[config.mk]
export PLATFORM = sky130hd
export DESIGN_NAME = yc_demux
export DESIGN_NICKNAME = d
export VERILOG_FILES = /design/src/rtl/yc_pkg.sv /design/src/rtl/yc_parse.sv /design/src/rtl/yc_datapath.sv /design/src/rtl/yc_demux.sv
export SDC_FILE = /design/constraint.sdc
export NUM_CORES = 1
export LEC_CHECK = 0
export BUFFER_PORTS_ARGS = -buffer_cell sky130_fd_sc_hd__buf_2
export CORE_MARGIN = 1
export CORE_UTILIZATION = 36
export CTS_CLUSTER_DIAMETER = 80
export DETAILED_ROUTE_END_ITERATION = 10
export PLACE_DENSITY = 0.66
export REMOVE_ABC_BUFFERS = 1
export SYNTH_ARGS = -nofsm -noshare
export SYNTH_HDL_FRONTEND = slang
export SYNTH_HIERARCHICAL = 1
export SYNTH_SLANG_ARGS = --single-unit
[constraint.sdc]
create_clock -name clk -period 3.7 [get_ports clk]
set_input_delay 0.37 -clock clk [delete_from_list [all_inputs] [get_ports clk]]
set_output_delay 0.37 -clock clk [all_outputs]
set_load 0.01 [all_outputs]
[src/rtl/yc_pkg.sv]
package yc_pkg;
  // Strobes from the parser to the datapath, valid for one rising-edge cycle.
  typedef struct packed {
    logic       emitC;   // chroma lane byte is a sample
    logic       emitY;   // luma byte is a sample
    logic       isCr;    // chroma byte is red-difference
    logic       sav;     // start code accepted
    logic       eav;     // end code accepted
    logic [2:0] fvh;     // field, vblank, H of the accepted code
  } ycStrobe_t;
endpackage

[src/rtl/yc_parse.sv]
module yc_parse
  import yc_pkg::*;
#(
  parameter int DW = 8
) (
  input  logic          clk,
  input  logic          rstN,
  input  logic          dualEdge,
  input  logic [DW-1:0] lane0,
  input  logic [DW-1:0] lane1,
  output ycStrobe_t     st
);
  localparam int TOP = DW - 1;

  logic       active, activeNx;
  logic [1:0] phase, phaseNx;
  logic [1:0] match, matchNx;
  logic       evt, dataSlot;
  logic [DW-1:0] xyByte;

  assign xyByte = dualEdge ? lane1 : lane0;

  always_comb begin
    st       = '0;
    activeNx = active;
    phaseNx  = phase;
    matchNx  = '0;
    evt      = 1'b0;
    dataSlot = 1'b0;
    if (!dualEdge) begin
      if (match == 2'd3 && lane0[TOP])                       evt = 1'b1;
      else if (lane0 == '1)                                  matchNx = 2'd1;
      else if (lane0 == '0 && match != 2'd0 && match != 2'd3) matchNx = match + 2'd1;
      else                                                   dataSlot = 1'b1;
    end else begin
      if (match == 2'd1 && lane0 == '0 && lane1[TOP])        evt = 1'b1;
      else if (lane0 == '1 && lane1 == '0)                   matchNx = 2'd1;
      else                                                   dataSlot = 1'b1;
    end
    if (evt) begin
      st.fvh = xyByte[TOP-1 -: 3];
      st.sav = !xyByte[TOP-3];
      st.eav = xyByte[TOP-3];
      if (!xyByte[TOP-3]) begin
        activeNx = 1'b1;
        phaseNx  = 2'd0;
      end else begin
        activeNx = 1'b0;
      end
    end
    if (dataSlot && active) begin
      st.isCr = phase[1];
      if (dualEdge) begin
        st.emitC = 1'b1;
        st.emitY = 1'b1;
        phaseNx  = phase + 2'd2;
      end else begin
        st.emitC = !phase[0];
        st.emitY = phase[0];
        phaseNx  = phase + 2'd1;
      end
    end
  end

  always_ff @(posedge clk or negedge rstN) begin
    if (!rstN) begin
      active <= 1'b0;
      phase  <= '0;
      match  <= '0;
    end else begin
      active <= activeNx;
      phase  <= phaseNx;
      match  <= matchNx;
    end
  end

  // nothing is emitted outside the active window
  assert_no_idle_emit_R7: assert property (@(posedge clk) disable iff (!rstN)
    (st.emitC || st.emitY) |-> active);
endmodule

[src/rtl/yc_datapath.sv]
module yc_datapath
  import yc_pkg::*;
#(
  parameter int DW = 8
) (
  input  logic          clk,
  input  logic          rstN,
  input  logic          dualEdge,
  input  logic          lumaFirst,
  input  logic [DW-1:0] dataIn,
  output logic [DW-1:0] lane0,
  output logic [DW-1:0] lane1,
  input  ycStrobe_t     st,
  output logic [DW-1:0] lumaData,
  output logic          lumaValid,
  output logic [DW-1:0] chromaData,
  output logic          chromaValid,
  output logic          chromaIsCr,
  output logic          savPulse,
  output logic          eavPulse,
  output logic [2:0]    flags
);
  logic [DW-1:0] riseReg, fallReg, fallHold;

  always_ff @(negedge clk or negedge rstN) begin
    if (!rstN) fallReg <= '0;
    else       fallReg <= dataIn;
  end

  always_ff @(posedge clk or negedge rstN) begin
    if (!rstN) begin
      riseReg  <= '0;
      fallHold <= '0;
    end else begin
      riseReg  <= dataIn;
      fallHold <= fallReg;
    end
  end

  // Lane 0 always holds the chroma-slot byte, lane 1 the luma-slot byte.
  assign lane0 = (dualEdge && lumaFirst) ? fallHold : riseReg;
  assign lane1 = lumaFirst ? riseReg : fallReg;

  always_ff @(posedge clk or negedge rstN) begin
    if (!rstN) begin
      lumaData    <= '0;
      lumaValid   <= 1'b0;
      chromaData  <= '0;
      chromaValid <= 1'b0;
      chromaIsCr  <= 1'b0;
      savPulse    <= 1'b0;
      eavPulse    <= 1'b0;
      flags       <= '0;
    end else begin
      lumaValid   <= st.emitY;
      chromaValid <= st.emitC;
      savPulse    <= st.sav;
      eavPulse    <= st.eav;
      if (st.emitY) lumaData <= dualEdge ? lane1 : lane0;
      if (st.emitC) begin
        chromaData <= lane0;
        chromaIsCr <= st.isCr;
      end
      if (st.sav || st.eav) flags <= st.fvh;
    end
  end

  // Checker state: a Cb byte is due after a start pulse.
  logic cbDue;
  always_ff @(posedge clk or negedge rstN) begin
    if (!rstN)            cbDue <= 1'b0;
    else if (savPulse)    cbDue <= 1'b1;
    else if (chromaValid) cbDue <= 1'b0;
  end

  assert_single_lane_R2: assert property (@(posedge clk) disable iff (!rstN)
    (lumaValid && !dualEdge) |-> !chromaValid);
  assert_dual_pair_R3: assert property (@(posedge clk) disable iff (!rstN)
    (dualEdge && (lumaValid || chromaValid)) |-> (lumaValid && chromaValid));
  assert_pulse_once_R5: assert property (@(posedge clk) disable iff (!rstN)
    (savPulse || eavPulse) |=> !(savPulse || eavPulse));
  assert_quiet_after_end_R7: assert property (@(posedge clk) disable iff (!rstN)
    eavPulse |=> !(lumaValid || chromaValid));
  assert_cb_first_R9: assert property (@(posedge clk) disable iff (!rstN)
    (chromaValid && cbDue) |-> !chromaIsCr);
  assert_flags_hold_R6: assert property (@(posedge clk) disable iff (!rstN)
    !(savPulse || eavPulse) |=> (savPulse || eavPulse || $stable(flags)));
endmodule

[src/rtl/yc_demux.sv]
module yc_demux
  import yc_pkg::*;
#(
  parameter int DW = 8
) (
  input  logic          clk,
  input  logic          rstN,
  input  logic          dualEdge,
  input  logic          lumaFirst,
  input  logic [DW-1:0] dataIn,
  output logic [DW-1:0] lumaData,
  output logic          lumaValid,
  output logic [DW-1:0] chromaData,
  output logic          chromaValid,
  output logic          chromaIsCr,
  output logic          savPulse,
  output logic          eavPulse,
  output logic          fieldBit,
  output logic          vblankBit,
  output logic          hBit
);
  ycStrobe_t     st;
  logic [DW-1:0] lane0, lane1;
  logic [2:0]    flags;

  yc_parse #(.DW(DW)) uParse (
    .clk(clk), .rstN(rstN), .dualEdge(dualEdge),
    .lane0(lane0), .lane1(lane1), .st(st)
  );

  yc_datapath #(.DW(DW)) uPath (
    .clk(clk), .rstN(rstN), .dualEdge(dualEdge), .lumaFirst(lumaFirst),
    .dataIn(dataIn), .lane0(lane0), .lane1(lane1), .st(st),
    .lumaData(lumaData), .lumaValid(lumaValid),
    .chromaData(chromaData), .chromaValid(chromaValid), .chromaIsCr(chromaIsCr),
    .savPulse(savPulse), .eavPulse(eavPulse), .flags(flags)
  );

  assign fieldBit  = flags[2];
  assign vblankBit = flags[1];
  assign hBit      = flags[0];
endmodule

==> Flow_metrics.wiki <==
{| class="wikitable"
! Metric !! Value
|-
| Setup crit end kind || register
|-
| CTS clock-pin slew for the worst setup and hold paths || ~0.09 ns
|-
| Sort of element at the start of the critical path || register
|-
| Category of the most critical setup path || reg -> reg
|-
| Largest cells by area after synthesis || dfrtp_1, dfrtn_1, mux2_2, nand2_1, nand4b_1
|-
| Final Instance Area || 3010 um2
|-
| Worst EP arrival || 3.92 ns
|-
| Number of antenna violations at the first check in global routing || 0
|-
| Run status || finished, violations left
|-
| Placed Area || 2710 um2
|-
| Yosys warning count || 6
|-
| Crit-path max cell delay || 0.37 ns
|-
| Number of top-level pins || 36
|-
| Smallest setup slack after layout || -0.0548 ns
|-
| Inserted Diodes || 0
|-
| Die Area || 6890 um2
|-
| Layout cells sized above 1 || 0.427
|-
| Clock tree from TritonCTS || yes
|-
| Type of the tightest min-delay check || in -> async
|-
| Core Region || around 6300 um2
|-
| Number of remaining DRC errors || 2
|-
| Instance count of the mapped netlist || 202
|-
| Largest area contributor in the netlist || dfrtp_1
|-
| Number of rows created at floorplan || 29
|-
| Final Slew Violations || 0
|-
| Synth Cell Area || about 2400 um2
|-
| Worst reg2reg setup slack || -0.05 ns
|-
| Height of the chip || just over 80 um
|-
| Hold Fails Final Rpt || 0
|-
| Total of buffers placed on input and output ports || 35
|-
| Portion of synthesized cell area occupied by the leading cell type || 0.477
|-
| Kind of cell adding the most delay to the critical path || simple AND/OR/NAND/NOR gates
|-
| Total detailed-routing wirelength || 5300 um
|-
| Drt initial violations || 164
|-
| Tot GR Track Use || 0.154
|-
| Final clock skew || around 0.0028 ns
|-
| Number of synthesized flops with an enable pin || 0
|-
| Total number of H-tree levels || 2
|-
| Top cells by count, synth || dfrtp_1, nand2_1, nor2_1
|-
| Required time of the worst setup path || 3.86 ns
|-
| FFs w/ async S/R, synth || 1.00
|-
| Layout net count || 274
|-
| Synth-to-Final Area Change || 27.3%
|-
| Library cell with the highest instance count after synthesis || dfrtp_1
|-
| Number of buffers and inverters on the critical path || 2
|-
| Worst path slowest cell || nor4_4
|-
| GP Congestion || 0.850
|-
| Clock buffer depth || 2
|-
| First-pass GRT wire length || between 8000 and 9000 um
|-
| Vias || 1,728
|-
| Initial Utilization || 0.372
|-
| Initial DRT Pass Iterations || 7
|-
| Routed WL per cell || 15.7 um
|-
| Max-cap violations || 0
|-
| Peak supply drop || 0.166 mV
|-
| Num CTS Buffers || 5
|-
| Setup repair after global routing missed its margin || true
|-
| PD cells || 354 nW/um2
|-
| Final setup violation count || 17
|-
| Largest net degree at the start of global routing || 34
|-
| Max-Slew Margin vs Limit || 0.545
|-
| Leakage component of the power || ~1.5 nW
|-
| Die width || 83.0 um
|-
| Count of distinct cell types in the synthesized netlist || 35
|-
| Vias in the first global route || ~1,700
|-
| Syn Area/Cell || 11.7 um2
|-
| Register bit count reported by yosys || 53
|-
| CTS Sinks || between 50 and 60
|-
| Post-route ant nets || 0
|-
| Vias/cell || 5.13
|-
| Worst-margin pin slew || 0.682 ns
|-
| DP HPWL || 3390 um
|-
| Primary flip-flop cell chosen by synthesis mapping || dfrtp_1
|-
| GRT Residual Overflow || 0
|-
| Violated checks || design-rule violations, negative setup slack
|-
| Tot Pwr || about 0.0011 W
|-
| Cells along the critical path || mux2_4 > nor4_4 > a311oi_4 > o22ai_2 > inv_2 > buf_6 > nand4b_1 > o211ai_1
|-
| Buffer cell driving the clock tree root || clkbuf_8
|-
| Sequential area share after synthesis || 0.561
|-
| Worst-path fanout max || 16
|-
| Clock insertion delay at the later pin of the skew report || 0.31 ns
|}
## metal layers
layer	track usage	part of all wire	vias to the layer above
met4	0.0705	0.017	0
met2	0.235	0.50	40
li1	-	-	829
met3	0.0368	0.038	9
met5	0	0	-
met1	0.208	0.45	850
## state kept, by name, summed over array words and instances (netlist names), 2 cells and up
signal / cells
uParse/match: 2
uParse/phase: 2
uPath/chromaData: 8
uPath/fallHold: 8
uPath/fallReg: 8
uPath/flags: 3
uPath/lumaData: 8
uPath/riseReg: 8
## stage by stage
| stage | setup slack, ns | util | hold WS (ns) | std cells | TNS [ns] |
|---|---|---|---|---|---|
| 3_3_place_gp | -0.130 | 0.427 | 0.421 | 323 | -1.61 |
| 4_1_cts | -0.0359 | 0.453 | 0.0744 | 333 | -0.165 |
| 5_1_grt | -0.155 | 0.473 | 0.0966 | 337 | -2.11 |
| 2_1_floorplan | -0.557 | - | 0.0744 | 188 | -4.70 |
| 3_5_place_dp | -0.191 | 0.427 | 0.419 | 323 | -2.83 |
| 6_report | -0.0548 | 0.473 | 0.0704 | 337 | -0.525 |
## layout by cell type (no fill, tap or decap), types with 7 or more instances in the layout
master,netlist,final
dfrtp_1,45,45
o211ai_1,8,8
nand4b_1,8,8
buf_4,2,24
buf_2,6,35
mux2_4,0,8
dfrtn_1,8,8
nand2_1,20,19
a31oi_1,8,8
nand3_1,9,9
nand2b_1,8,8
nor2_2,0,9
nor2_1,17,7
## kinds of logic after synthesis
family | synth area share
compound gates | 0.113
mux | 0.0747
buf+inv | 0.0524
simple gates | 0.182
fa+ha+maj | 0.0159
flops | 0.561
## worst paths after layout
| path | startpoint | endpoint | cells after the start |
|---|---|---|---|
| max | uPath/fallReg[0]$_DFF_NN0_ | uPath/lumaData[4]$_DFFE_PN0P_ | 8 |
| min | rstN | uPath/fallHold[2]$_DFF_PN0_ | 1 |
| max reg2reg | uPath/fallReg[0]$_DFF_NN0_ | uPath/lumaData[4]$_DFFE_PN0P_ | 8 |
| min reg2reg | uParse/active$_DFFE_PN0P_ | uParse/active$_DFFE_PN0P_ | 1 |
| max in group asynchronous | rstN | uPath/fallReg[1]$_DFF_NN0_ | 1 |
| min in group clk | dataIn[2] | uPath/riseReg[2]$_DFF_PN0_ | 1 |
## worst reg2reg max path: stages, from the launching register on
cell and delay (ns):
dfrtn_1 0.36, mux2_4 0.29, nor4_4 0.37, a311oi_4 0.16
o22ai_2 0.16, inv_2 0.07, buf_6 0.15, nand4b_1 0.10
o211ai_1 0.10
## repair_timing
action	CTS	global route
pin swaps	2	7
hold buffers	0	0
cloned	0	2
setup endpoints to repair	20	22
resized for setup	16	27
hold endpoints to repair	0	0
setup buffers	2	5
## report_power, final
part	internal, W	total (W)	switching [W]
combinational	0.0000569	0.000130	0.0000728
clock	0.000135	0.000319	0.000184
sequential	0.000604	0.000616	0.0000124
total	0.000796	0.00106	0.000269
## cell type report
type,count,area [um2]
timing repair buffer,64,412
sequential,53,1330
tap,77,96.3
fill,573,3340
multi-input combinational,128,1060
clock buffer,6,72.6
clock inverter,2,13.8
inverter,7,26.3
No activity file was read; power rests on OpenSTA's default activity.
